### src/rtl/bdq_pkg.sv
package bdq_pkg;
    localparam int WORD_W    = 16;
    localparam int BIT_EN    = 0;
    localparam int BIT_ALIGN = 1;
    localparam int BIT_IN_E  = 8;
    localparam int BIT_IN_F  = 9;
    localparam int BIT_OUT_E = 10;
    localparam int BIT_OUT_F = 11;
    localparam int BIT_FLAG  = 12;
    localparam int BIT_CRC_L = 13;
    localparam int BIT_VALID = 15;

    typedef enum logic [1:0] {
        ENG_IDLE  = 2'd0,
        ENG_FETCH = 2'd1,
        ENG_BUSY  = 2'd2,
        ENG_DONE  = 2'd3
    } eng_state_e;
endpackage

### src/rtl/bdq_fifo.sv
module bdq_fifo #(
    parameter int WIDTH = 16,
    parameter int DEPTH = 4
) (
    input  logic                       clk,
    input  logic                       rst_n,
    input  logic                       push,
    input  logic [WIDTH-1:0]           din,
    input  logic                       pop,
    output logic [WIDTH-1:0]           dout,
    output logic [$clog2(DEPTH+1)-1:0] count,
    output logic                       empty,
    output logic                       full
);
    localparam int PTR_W = (DEPTH > 1) ? $clog2(DEPTH) : 1;
    localparam int CNT_W = $clog2(DEPTH + 1);

    logic [WIDTH-1:0] mem [DEPTH];
    logic [PTR_W-1:0] wptr, rptr;
    logic             do_push, do_pop;

    assign empty   = (count == '0);
    assign full    = (count == CNT_W'(DEPTH));
    assign do_push = push && !full;
    assign do_pop  = pop && !empty;
    assign dout    = mem[rptr];

    function automatic logic [PTR_W-1:0] bump(input logic [PTR_W-1:0] p);
        return (p == PTR_W'(DEPTH - 1)) ? '0 : p + 1'b1;
    endfunction

    always_ff @(posedge clk) begin
        if (!rst_n) begin
            wptr  <= '0;
            rptr  <= '0;
            count <= '0;
        end else begin
            if (do_push) wptr <= bump(wptr);
            if (do_pop)  rptr <= bump(rptr);
            unique case ({do_push, do_pop})
                2'b10:   count <= count + 1'b1;
                2'b01:   count <= count - 1'b1;
                default: count <= count;
            endcase
        end
    end

    always_ff @(posedge clk) begin
        if (do_push) mem[wptr] <= din;
    end
endmodule

### src/rtl/bdq_engine.sv
module bdq_engine
    import bdq_pkg::*;
#(
    parameter int ADDR_W = 7,
    parameter int PER_W  = 8
) (
    input  logic              clk,
    input  logic              rst_n,
    input  logic              enable,
    input  logic [PER_W-1:0]  period,
    input  logic              in_empty,
    input  logic [ADDR_W-1:0] in_head,
    output logic              in_pop,
    input  logic              out_full,
    input  logic [1:0]        crc_ok,
    output logic              out_push,
    output logic [WORD_W-1:0] out_word,
    output logic              starve
);
    eng_state_e        state, state_nx;
    logic [ADDR_W-1:0] addr_q;
    logic [PER_W-1:0]  cnt_q;
    logic              last;

    assign last = ({1'b0, cnt_q} + 1'b1) >= {1'b0, period};

    // state register
    always_ff @(posedge clk) begin
        if (!rst_n) state <= ENG_IDLE;
        else        state <= state_nx;
    end

    // next state
    always_comb begin
        state_nx = state;
        unique case (state)
            ENG_IDLE:  if (enable) state_nx = ENG_FETCH;
            ENG_FETCH: if (!enable) state_nx = ENG_IDLE;
                       else if (!in_empty) state_nx = ENG_BUSY;
            ENG_BUSY:  if (last) state_nx = ENG_DONE;
            ENG_DONE:  if (!out_full) state_nx = enable ? ENG_FETCH : ENG_IDLE;
            default:   state_nx = ENG_IDLE;
        endcase
    end

    // outputs
    always_comb begin
        in_pop   = 1'b0;
        starve   = 1'b0;
        out_push = 1'b0;
        out_word = '0;
        out_word[BIT_VALID]              = 1'b1;
        out_word[BIT_CRC_L+1:BIT_CRC_L] = crc_ok;
        out_word[ADDR_W-1:0]            = addr_q;
        unique case (state)
            ENG_FETCH: begin
                in_pop = enable && !in_empty;
                starve = enable && in_empty;
            end
            ENG_DONE: out_push = !out_full;
            default: ;
        endcase
    end

    // buffer address and interval counter
    always_ff @(posedge clk) begin
        if (!rst_n) begin
            addr_q <= '0;
            cnt_q  <= '0;
        end else if (in_pop) begin
            addr_q <= in_head;
            cnt_q  <= '0;
        end else if (state == ENG_BUSY && !last) begin
            cnt_q <= cnt_q + 1'b1;
        end
    end
endmodule

### src/rtl/bdq_channel.sv
module bdq_channel
    import bdq_pkg::*;
#(
    parameter bit IS_TX  = 1'b0,
    parameter int DEPTH  = 4,
    parameter int ADDR_W = 7,
    parameter int PER_W  = 8
) (
    input  logic              clk,
    input  logic              rst_n,
    input  logic              reg_wr,
    input  logic              reg_rd,
    input  logic              reg_sel,
    input  logic [15:0]       reg_wdata,
    output logic [15:0]       reg_rdata,
    input  logic [PER_W-1:0]  period,
    input  logic              aligned_in,
    input  logic [1:0]        crc_ok,
    output logic [1:0]        cfg_mode
);
    localparam int CNT_W = $clog2(DEPTH + 1);

    logic              enable_q, flag_q;
    logic [1:0]        mode_q;
    logic              csr_wr, desc_wr, desc_rd, clr_req;
    logic              in_pop, in_empty, in_full;
    logic [ADDR_W-1:0] in_head;
    logic [CNT_W-1:0]  in_count, out_count;
    logic              out_push, out_pop, out_empty, out_full;
    logic [WORD_W-1:0] out_word, out_head, status;
    logic              starve, align_bit;

    assign csr_wr  = reg_wr && !reg_sel;
    assign desc_wr = reg_wr && reg_sel;
    assign desc_rd = reg_rd && reg_sel;
    assign clr_req = csr_wr && reg_wdata[BIT_FLAG];
    assign out_pop = desc_rd && !out_empty;
    assign cfg_mode = mode_q;

    always_ff @(posedge clk) begin
        if (!rst_n) begin
            enable_q <= 1'b0;
            mode_q   <= 2'd0;
            flag_q   <= 1'b0;
        end else begin
            if (csr_wr) begin
                enable_q <= reg_wdata[BIT_EN];
                mode_q   <= reg_wdata[2:1];
            end
            if (starve)       flag_q <= 1'b1;
            else if (clr_req) flag_q <= 1'b0;
        end
    end

    generate
        if (IS_TX) begin : g_tx
            assign align_bit = 1'b0;
        end else begin : g_rx
            assign align_bit = aligned_in;
        end
    endgenerate

    bdq_fifo #(.WIDTH(ADDR_W), .DEPTH(DEPTH)) u_in_q (
        .clk(clk), .rst_n(rst_n),
        .push(desc_wr), .din(reg_wdata[ADDR_W-1:0]),
        .pop(in_pop), .dout(in_head),
        .count(in_count), .empty(in_empty), .full(in_full)
    );

    bdq_fifo #(.WIDTH(WORD_W), .DEPTH(DEPTH)) u_out_q (
        .clk(clk), .rst_n(rst_n),
        .push(out_push), .din(out_word),
        .pop(out_pop), .dout(out_head),
        .count(out_count), .empty(out_empty), .full(out_full)
    );

    bdq_engine #(.ADDR_W(ADDR_W), .PER_W(PER_W)) u_engine (
        .clk(clk), .rst_n(rst_n),
        .enable(enable_q), .period(period),
        .in_empty(in_empty), .in_head(in_head), .in_pop(in_pop),
        .out_full(out_full), .crc_ok(crc_ok),
        .out_push(out_push), .out_word(out_word), .starve(starve)
    );

    always_comb begin
        status            = '0;
        status[BIT_EN]    = enable_q;
        status[BIT_ALIGN] = align_bit;
        status[BIT_IN_E]  = in_empty;
        status[BIT_IN_F]  = in_full;
        status[BIT_OUT_E] = out_empty;
        status[BIT_OUT_F] = out_full;
        status[BIT_FLAG]  = flag_q;
    end

    assign reg_rdata = reg_sel ? (out_empty ? '0 : out_head) : status;
endmodule

### config.mk
export PLATFORM = sky130hd
export DESIGN_NAME = bdq_channel
export DESIGN_NICKNAME = d
export VERILOG_FILES = /design/src/rtl/bdq_pkg.sv /design/src/rtl/bdq_fifo.sv /design/src/rtl/bdq_engine.sv /design/src/rtl/bdq_channel.sv
export SDC_FILE = /design/constraint.sdc
export NUM_CORES = 1
export LEC_CHECK = 0
export ABC_AREA = 1
export BUFFER_PORTS_ARGS = -buffer_cell sky130_fd_sc_hd__buf_4
export CAP_MARGIN = 20
export CORE_MARGIN = 2
export CORE_UTILIZATION = 50
export DETAILED_ROUTE_END_ITERATION = 7
export PLACE_DENSITY_LB_ADDON = 0.2
export SYNTH_ARGS = -nofsm -noshare
export SYNTH_HDL_FRONTEND = slang
export SYNTH_SLANG_ARGS = --single-unit
### constraint.sdc
create_clock -name clk -period 2.78 [get_ports clk]
set_input_delay 0.139 -clock clk [delete_from_list [all_inputs] [get_ports clk]]
set_output_delay 0.139 -clock clk [all_outputs]
set_load 0.01 [all_outputs]
After elaboration in Yosys (flattened, before gate mapping)
Memory sizes are Yosys's and may differ from the RTL's. A register that Yosys moved wholly into a read port is not among the register bits.
Cells that the tools add are included.
{"block": "classes", "n_lt_le_gt_ge": 1, "addsub": 10, "eq_ne": 17, "n_mux": 26, "bitwise": 1, "reduce_logical": 27}
{"op": "two-way mux 16 bit", "count": 2}
{"op": "two-way mux 2 bit", "count": 11}
{"op": "equality test 2 bit, second input constant", "count": 8}
{"op": "logical AND 1 bit", "count": 12}
{"op": "one-hot mux 3 bit (2 select lines)", "count": 2}
{"op": "two-way mux 1 bit", "count": 10}
{"op": "adder 8 x 1 -> 9 bit, second input constant", "count": 1}
{"op": ">= comparator 9 x 8 -> 1 bit", "count": 1}
{"op": "adder 2 x 1 -> 2 bit, second input constant", "count": 4}
{"op": "adder 8 x 1 -> 8 bit, second input constant", "count": 1}
{"op": "one-hot mux 2 bit (4 select lines)", "count": 1}
{"op": "logical NOT 1 bit", "count": 7}
{"op": "adder 3 x 1 -> 3 bit, second input constant", "count": 2}
{"op": "equality test 2 x 1 -> 1 bit, second input constant", "count": 3}
{"op": "equality test 3 bit, second input constant", "count": 2}
{"op": "logical NOT 3 bit", "count": 2}
{"op": "nonzero test 2 bit", "count": 3}
{"op": "subtractor 3 x 1 -> 3 bit, second input constant", "count": 2}
{"op": "!= test 2 bit, second input constant", "count": 2}
{"op": "AND reduction 4 bit", "count": 1}
{"op": "!= test 3 bit, second input constant", "count": 1}
{"op": "logical NOT 2 bit", "count": 1}
{"op": "!= test 2 x 1 -> 1 bit, second input constant", "count": 1}
{"op": "OR reduction 2 bit", "count": 1}
{"op": "inverter 1 bit", "count": 1}
{"block": "totals", "input_bits": 32, "ramBits": 64, "reg_bits": 28, "elab_cells": 95, "memories": 2}
{"name": "u_out_q.mem", "words": 4, "word_bits": 9, "rd": 1, "rd_clocked_by_memory_dff": 1, "write_ports": 1, "line": "bdq_fifo.sv:18", "rtl": "logic [WIDTH-1:0] mem [DEPTH];"}
{"name": "u_in_q.mem", "words": 4, "word_bits": 7, "rd": 1, "rd_clocked_by_memory_dff": 1, "write_ports": 1, "line": "bdq_fifo.sv:18"}

Longest topological paths before layout
Gate-level depths: netlist of the first run.
{"block": "depth", "word_depth": 7, "mapped_depth": 18}

By module
Synthesis of the first run repeated with hierarchy kept, for this count alone.
{"block": "hier_totals", "cells_unflattened": 582, "area_unflattened_um2": 5851.9}
{"module": "bdq_fifo (u_out_q)", "cells_each": 225, "n_inst": 1, "seq_area_each_um2": 2102.0, "area_per_inst_um2": 2852.7}
{"module": "bdq_fifo (u_in_q)", "cells_each": 138, "n_inst": 1, "seq_area_each_um2": 1021.0, "area_per_inst_um2": 1547.7}
{"module": "bdq_engine", "cells_each": 152, "n_inst": 1, "seq_area_each_um2": 340.3, "area_per_inst_um2": 1098.6}
{"module": "bdq_channel", "cells_each": 67, "n_inst": 1, "seq_area_each_um2": 80.1, "area_per_inst_um2": 352.8}

Worst setup path before layout of the first run
OpenSTA, ideal clock, no wires.
{"block": "synth_timing", "path_kind": "flip-flop to flip-flop", "from": "register u_out_q.count[0]", "to": "register u_out_q.count[2]", "setup_slack_ns": 0.749, "path_stages_with_launch": 12, "arrival_ns": 1.909, "t_required_ns": 2.658, "period_less_slack_ns": 2.031, "setup_time_ns": 0.122, "cell_sequence": "dfxtp_1 -> nor3_1 -> nor2_1 -> nand2_1 -> inv_1 -> ha_1 -> inv_1 -> fa_1 -> a21oi_1 -> o21ai_0 -> o21ai_0 -> a21oi_1"}
{"block": "synth_between", "elab_chain_len": 6, "word_cells_on_any_way": 14}
{"element": "start: declaration", "line": "bdq_fifo.sv:11", "rtl": "output logic [$clog2(DEPTH+1)-1:0] count,"}
{"element": "start signal: assignment", "line": "bdq_fifo.sv:41", "rtl": "2'b10: count <= count + 1'b1;"}
{"element": "start signal: assignment", "line": "bdq_fifo.sv:42", "rtl": "2'b01: count <= count - 1'b1;"}
{"element": "start signal: assignment", "line": "bdq_fifo.sv:43", "rtl": "default: count <= count;"}
{"element": "logical NOT 3 bit (*)", "line": "bdq_fifo.sv:22", "rtl": "assign empty = (count == '0);"}
{"element": "logical NOT 1 bit (*)", "line": "bdq_fifo.sv:25, bdq_channel.sv:37"}
{"element": "logical AND 1 bit", "line": "bdq_channel.sv:37", "rtl": "assign out_pop = desc_rd && !out_empty;"}
{"element": "logical AND 1 bit (*)", "line": "bdq_fifo.sv:25", "rtl": "assign do_pop = pop && !empty;"}
{"element": "net u_out_q.do_pop", "line": "bdq_fifo.sv:20", "rtl": "logic do_push, do_pop;"}
{"element": "equality test 2 x 1 -> 1 bit or equality test 2 bit (tied branches)", "line": "bdq_fifo.sv:40", "rtl": "unique case ({do_push, do_pop})"}
{"element": "one-hot mux 3 bit (2 select lines) or nonzero test 2 bit (tied branches)"}
The timed path passes the listed nets; every way through them passes the cells marked *.
A chain may end at the register's enable or synchronous reset.

Final worst setup path of the first run
{"block": "layout_timing", "from": "register u_engine.cnt_q[0]", "to": "register u_engine.cnt_q[0]"}
{"block": "layout_between", "elab_chain_len": 4, "word_cells_on_any_way": 5}
{"element": "start: declaration", "line": "bdq_engine.sv:22", "rtl": "logic [PER_W-1:0] cnt_q;"}
{"element": "start signal: assignment", "line": "bdq_engine.sv:74", "rtl": "cnt_q <= cnt_q + 1'b1;"}
{"element": "adder 8 x 1 -> 9 bit", "line": "bdq_engine.sv:25", "rtl": "assign last = ({1'b0, cnt_q} + 1'b1) >= {1'b0, period};"}
{"element": ">= comparator 9 x 8 -> 1 bit", "line": "bdq_engine.sv:25"}
{"element": "logical NOT 1 bit", "line": "bdq_engine.sv:73", "rtl": "end else if (state == ENG_BUSY && !last) begin"}
{"element": "logical AND 1 bit", "line": "bdq_engine.sv:73"}
Several ways; a longest one is shown, not always the timed one.

==> results.md, run 1 <==
- Status: completed
- Multiplexer area fraction after synthesis: 0%
- FF-to-FF End: u_engine.cnt_q[0]
- M1 WL: 3.95 mm
- HP Start: reg_wdata[12]
- Later-pin clock latency in the skew report: 360 ps
- Commonest non-fill, non-tap cell in the layout: nor2_1
- Number of clock sinks: 101
- Hold path cells: 4
- Root buf cell: clkbuf_8
- CP Cell Sequence: ha_1 -> nand3_2 -> xnor2_1 -> ha_1 -> nand2_1 -> inv_1 -> nand2_1 -> nand3_1 -> nand2_1 -> nand2_1 -> nand2_1 -> nand2_4 -> or2_2 -> a21oi_1
- Syn avg cell area: 9.81 um2
- Yosys reg bits: 101
- R2R cell count: 14
- Port bufs: 40
- Total negative slack: 0 ps
- Synth Area in Simple Gates: 13.8%
- Clock Pin Slew Worst Setup and Hold Paths: 100 ps
- VDD IR max: 0.290 mV
- Flop-to-flop setup slack: 440 ps
- CP max stage cell: dfxtp_1
- Mapped Cells: 462
- # nets final: 567
- Diode count: 0
- Placement row count: 34
- Power per cell area: 596 mW/mm2
- Antenna violations before repair: 0
- Hold-fix buffers, CTS: 9
- Arr. time, crit path: 2640 ps
- First-pass GRT wire length: 14.0 mm
- Fillers: 760
- Initial drt markers: 175
- Largest family of logic cells by synthesized area: simple AND/OR/NAND/NOR gates
- Tot GR Track Use: 18.1%
- Die ar.: 0.00984 mm2
- CTS Buf Count: 9
- Worst path max stage delay: 430 ps
- CP Buf/Inv Count: 1
- Synth Warn #: 0
- Measured slew at the worst slew-check pin: 729 ps
- HP Class: input port to register
- Vias per cell: 5.08
- Max cap viols: 0
- Most used cell, CP: nand2_1
- Compound-Gate Fraction of Synth Area: 12.7%
- Post-route insts no fill: 625
- Setup ws final: 440 ps
- Worst Setup Path Type: register to register
- Syn_nets: 517
- Number of global-route vias before repair: 3058
- Post-DRT Antenna Nets: 0
- Inst Count DP: 600
- Yosys top cell area share: 42.4%
- Startpoint Class: register
- Clk buf depth: 2
- Reg2reg start: u_engine.cnt_q[0]
- Slew Limit Fails: 0
- Share of layout cells above drive strength 1: 14.9%
- Wire per inst: 13.4 um
- Hold path endpoint: flag_q
- Min cycle time layout: 2340 ps
- Most frequent cells in the layout: nor2_1 (92), o21ai_0 (64), edfxtp_1 (64)
- Top sig layer: met4
- Sequential area share after synthesis: 58.8%
- Via count: 3172
- Synth cell types: 37
- Synth Area in Adders: 6.68%
- Fin Clk Skew: 7.17 ps
- WL met3: 314 um
- RSZ-0062 raised after global routing: no
- Gp weighted congestion: 0.813
- Largest net degree at the start of global routing: 25
- Syn Std Cell Area: 0.00453 mm2
- Overflow after GRT: 0
- Num ports: 50
- Cell family with most CP delay: simple AND/OR/NAND/NOR gates
- Final Hold Violating Endpoints: 0
- Tcrit/Tclk final: 84.2%
- Area leader, netlist: edfxtp_1
- DRC viols: 0
- DRT Wirelength: 8.37 mm
- Endpoint type of the worst setup path: register
- Setup-failing EPs final: 0
- P&R area growth vs syn: 14.5%
- Post-CTS Setup Inserts: 0
- Post-CTS sizing: 0
- Max frequency: 427 MHz
- Leak: 2.10 nW
- H-tree depth: 3
- CTS tree: done
- Hpwl dp: 5.69 mm
- Slew HR: 51.2%
- Die Y: 99.2 um
- Die X: 99.2 um
- CP max FO: 16
- Core area: 0.00876 mm2
- Crit path required time: 3080 ps
- Initial Util: 51.7%
- DR WL met2: 4.03 mm
- Synth top area cells: edfxtp_1 (42%), dfxtp_1 (16%), nor2_1 (7.6%)
- Worst hold margin: 41.6 ps
- Place WS: 481 ps
- DRT Pass-1 Iters: 4
- XOR/XNOR Fraction of Synth Area: 0.773%
-- power by group --
part,internal (mW),switching (mW)
Sequential,1.66,0.0730
Clock,0.349,0.538
Combinational,0.194,0.275
Total,2.21,0.886
-- layer usage --
metal	track usage [%]	up-vias
met2	29.9	64
met3	4.50	7
li1	-	1642
met5	0	-
met4	5.06	0
met1	23.9	1459
-- area by class of cell --
cell class	instances	area, um2	area share [%]
multi-input combinational	285	1550	29.8
timing repair buffer	54	428	8.25
sequential	101	2660	51.3
clock inverter	7	63.8	1.23
inverter	61	229	4.41
clock buffer	9	124	2.39
tap	108	135	2.60
-- per-stage QoR --
step | area [um2] | power (mW) | util [%]
after floorplan | 4530 | 2.11 | -
after detailed placement | 4910 | 2.23 | 56.0
after global placement | 4910 | 2.21 | 56.0
after CTS | 5190 | 3.12 | 59.2
final | 5190 | 3.09 | 59.2
after global routing | 5190 | 3.27 | 59.2
-- cells by family (layout without fill, tap and decap cells) --
group           count (synthesis)  in the layout
compound gates                109            109
xor+xnor                        4              4
buf+inv                        76            131
flops                         101            101
fa+ha+maj                      23             23
other cells                     1              1
simple gates                  148            148
-- cell usage after synthesis (all sizes together) --
cell and n:
a211oi 2, a21oi 31, a22o 1, a31oi 7
buf 9, clkbuf 6, clkinv 3, conb 1
dfxtp 37, edfxtp 64, fa 2, ha 21
inv 58, nand2 35, nand3 7, nand4 1
nor2 96, nor3 5, nor3b 1, nor4 2
o211a 1, o21ai 64, o22ai 2, o31ai 1
or2 1, xnor2 2, xor2 2
-- state kept, by name, summed over array words and instances (netlist names), 2 cells and up, named ones only --
register,flops
u_out_q.rptr,2
u_engine.cnt_q,8
u_out_q.count,3
u_in_q.wptr,2
u_in_q.count,3
cfg_mode,2
u_out_q.mem,36
u_in_q.mem,28
u_out_q.wptr,2
u_in_q.rptr,2
u_engine.addr_q,7
-- worst register-to-register path: cells and delay by family, from the launching register on --
| kind | cells | cell delay [ps] |
|---|---|---|
| AND/OR/NAND/NOR | 9 | 970 |
| AO/OA/AOI/OAI | 1 | 110 |
| adder cells (fa/ha/maj) | 2 | 510 |
| XOR/XNOR | 1 | 220 |
| buffers and inverters | 1 | 40 |
| flip-flops | 1 | 430 |
-- how the worst max path moves through the flow --
stage	from	endpoint	slack, ps	cells after the start
4_1_cts	u_engine.cnt_q[0]	u_engine.cnt_q[0]	440	14
3_3_place_gp	u_engine.cnt_q[0]	u_engine.cnt_q[0]	500	14
6_report	u_engine.cnt_q[0]	u_engine.cnt_q[0]	440	14
3_5_place_dp	u_engine.cnt_q[0]	u_engine.cnt_q[0]	480	14
2_1_floorplan	u_out_q.count[0]	u_out_q.count[2]	750	11
5_1_grt	u_engine.cnt_q[0]	u_engine.cnt_q[0]	220	14
(Power assumes the default switching activity.)
==> inputs of run 2 (changes only) <==
- clock period: 2.78 -> 2.05 ns (I/O delays scaled with it)
==> run 2 against run 1 <==
Effect of this change:
- the flow now finishes with violations (negative setup slack)
- final area up 5.9%
- clock power rose by 33%
- worst setup slack worse by 520 ps
- clock skew grew 1.7 ps
- fmax grew 10%
- critical path depth unchanged
- count of clock-buffer cells in the layout increased by 1
- power is 41% higher
- sequential share of layout area decreased by 2.6 points
- non-clock buffer count up 23
- critical endpoint unchanged
- largest power group unchanged
==> results.md, run 2 (synthesis gave the netlist of run 1 again) <==
- Status: complete, but fails checks
- Failing checks: negative setup slack
- Leak: 2.23 nW (+6.5%)
- Core area: 0.00876 mm2 (unchanged)
- Share of layout cells above drive strength 1: 23.1% (+8.2 points)
- VDD IR max: 0.577 mV (+99%)
- CTS tree: done
- CP Buf/Inv Count: 1 (unchanged)
- First-pass GRT wire length: 14.8 mm (+5.5%)
- Post-DRT Antenna Nets: 0 (unchanged)
- P&R area growth vs syn: 21.2%
- Most used cell, CP: nand2_1
- Die X: 99.2 um (unchanged)
- Largest net degree at the start of global routing: 25 (unchanged)
- Gp weighted congestion: 0.805 (-0.98%)
- Fin Clk Skew: 8.91 ps (+1.75 ps)
- Fillers: 710 (-6.6%)
- Antenna violations before repair: 0 (unchanged)
- Port bufs: 40 (unchanged)
- Inst Count DP: 620 (+3.3%)
- Post-Place Cell Area: 0.00506 mm2 (+3.1%)
- Largest Register: u_out_q.mem
- Overflow after GRT: 0 (unchanged)
- Num ports: 50 (unchanged)
- Die ar.: 0.00984 mm2 (unchanged)
- # nets final: 591 (+4.2%)
- Max frequency: 470 MHz (+10%)
- Hpwl dp: 5.99 mm (+5.2%)
- Diode count: 0 (unchanged)
- Cell family with most CP delay: simple AND/OR/NAND/NOR gates
- Slew Limit Fails: 0 (unchanged)
- CP Cell Sequence: ha_4 -> nand3_4 -> xnor2_2 -> ha_1 -> nand2_1 -> inv_2 -> nand3_2 -> nand3_2 -> nand2_1 -> nand2_1 -> nand2_2 -> nand2_4 -> or2_4 -> a21oi_2
- Wire per inst: 13.8 um (+3.5%)
- Later-pin clock latency in the skew report: 360 ps (about the same)
- RSZ-0062 raised after global routing: yes
- Crit path required time: 2350 ps (-730 ps)
- DRT Wirelength: 8.99 mm (+7.4%)
- CP max FO: 6 (-10)
- Setup-failing EPs final: 7 (+7)
- Tot GR Track Use: 19.2% (+1.1 points)
- DRT Pass-1 Iters: 4 (unchanged)
- Die Y: 99.2 um (unchanged)
- CP max stage cell: dfxtp_4
- Final Hold Violating Endpoints: 0 (unchanged)
- Startpoint Class: register
- HP Class: input port to register
- Endpoint type of the worst setup path: register
- Post-route cell area: 0.00549 mm2 (+5.9%)
- Number of global-route vias before repair: 3140 (+2.7%)
- Post-route insts no fill: 649 (+3.8%)
- Min cycle time layout: 2130 ps (-213 ps)
- Via count: 3271 (+3.1%)
- Power per cell area: 795 mW/mm2 (+33%)
- Commonest non-fill, non-tap cell in the layout: nor2_1
- Max cap viols: 0 (unchanged)
- Clock Pin Slew Worst Setup and Hold Paths: 100 ps (about the same)
- Arr. time, crit path: 2430 ps (-210 ps)
- Placement row count: 34 (unchanged)
- H-tree depth: 3 (unchanged)
- DRC viols: 0 (unchanged)
- Number of clock sinks: 101 (unchanged)
- Initial Util: 51.7% (unchanged)
- Max reg flops: 36 (unchanged)
- Biggest regs: u_out_q.mem (36), u_in_q.mem (28), u_engine.cnt_q (8)
- CTS Buf Count: 9 (unchanged)
- Root buf cell: clkbuf_8
- Clk buf depth: 2 (unchanged)
- Tcrit/Tclk final: 104% (+20 points)
- Setup ws final: -77.3 ps (-517 ps)
- Most frequent cells in the layout: nor2_1 (91), buf_4 (66), edfxtp_1 (64)
- Worst path max stage delay: 390 ps (-40 ps)
- Vias per cell: 5.04 (-0.69%)
- Initial drt markers: 141 (-19%)
- Worst Setup Path Type: register to register
[run 2: cell types whose count changed in the layout (fill, tap and decap cells not counted), sizes merged]
cell | previous run | this run
clkinv | 4 | 3
nand2 | 35 | 36
dlygate4sd3 | 9 | 10
buf | 45 | 67
inv | 63 | 62
clkbuf | 9 | 10
clkinvlp | 1 | 2
[run 2: timing repair]
action,in CTS,in global routing
setup buffers,2,0
hold endpoints to repair,37,0
gates cloned,1,0
resized for setup,20,21
hold buffers,10,0
pin swaps,12,9
setup endpoints to repair,10,14
[run 2: per-stage QoR]
| step | util (%) | hold slack [ps] | setup TNS, ps | total power, mW | setup slack, ps |
|---|---|---|---|---|---|
| 6_report | 62.7 | 105 | -332 | 4.37 | -77.3 |
| 5_1_grt | 62.7 | 95.6 | -1870 | 4.62 | -201 |
| 4_1_cts | 62.2 | 93.0 | -608 | 4.36 | -86.3 |
| 3_5_place_dp | 57.7 | 306 | -1380 | 3.10 | -196 |
| 3_3_place_gp | 57.7 | 304 | -304 | 3.07 | -80.5 |
| 2_1_floorplan | - | 201 | 0 | 2.86 | 19.3 |
[run 2: metal layers]
layer	part of all wire [%]	track usage [%]
met3	4.0	3.37
met5	0	0
met2	50	32.1
met1	44	24.8
met4	1.7	8.11
[run 2: cell type report]
class	instances	area [um2]	share of cell area [%]
clock buffer	10	128	2.32
inverter	61	229	4.17
tap	108	135	2.46
multi-input combinational	286	1660	30.2
sequential	101	2680	48.8
clock inverter	6	55.1	1.00
timing repair buffer	77	607	11.0
[run 2: worst register-to-register path, cell delays in order, from the launching register on]
cell     delay (ps)
dfxtp_4         390
ha_4            170
nand3_4          90
xnor2_2         150
ha_1            300
nand2_1          90
inv_2            50
nand3_2          60
nand3_2          90
nand2_1          90
nand2_1          60
nand2_2         100
nand2_4          90
or2_4           260
a21oi_2         100
[run 2: where the power goes]
part	switching [mW]	total [mW]	internal, mW
clock network	0.712	1.18	0.465
registers	0.0860	2.35	2.26
logic	0.469	0.839	0.370
total	1.27	4.37	3.10
[run 2: final timing paths]
| kind | end | slack (ps) | start | cells past startpoint |
|---|---|---|---|---|
| min reg2reg | flag_q | 480 | flag_q | 2 |
| min | register | 100 | reg_rd | 4 |
| max reg2reg | u_engine.cnt_q[0] | -80 | u_engine.cnt_q[0] | 14 |
| max | u_engine.cnt_q[0] | -80 | u_engine.cnt_q[0] | 14 |
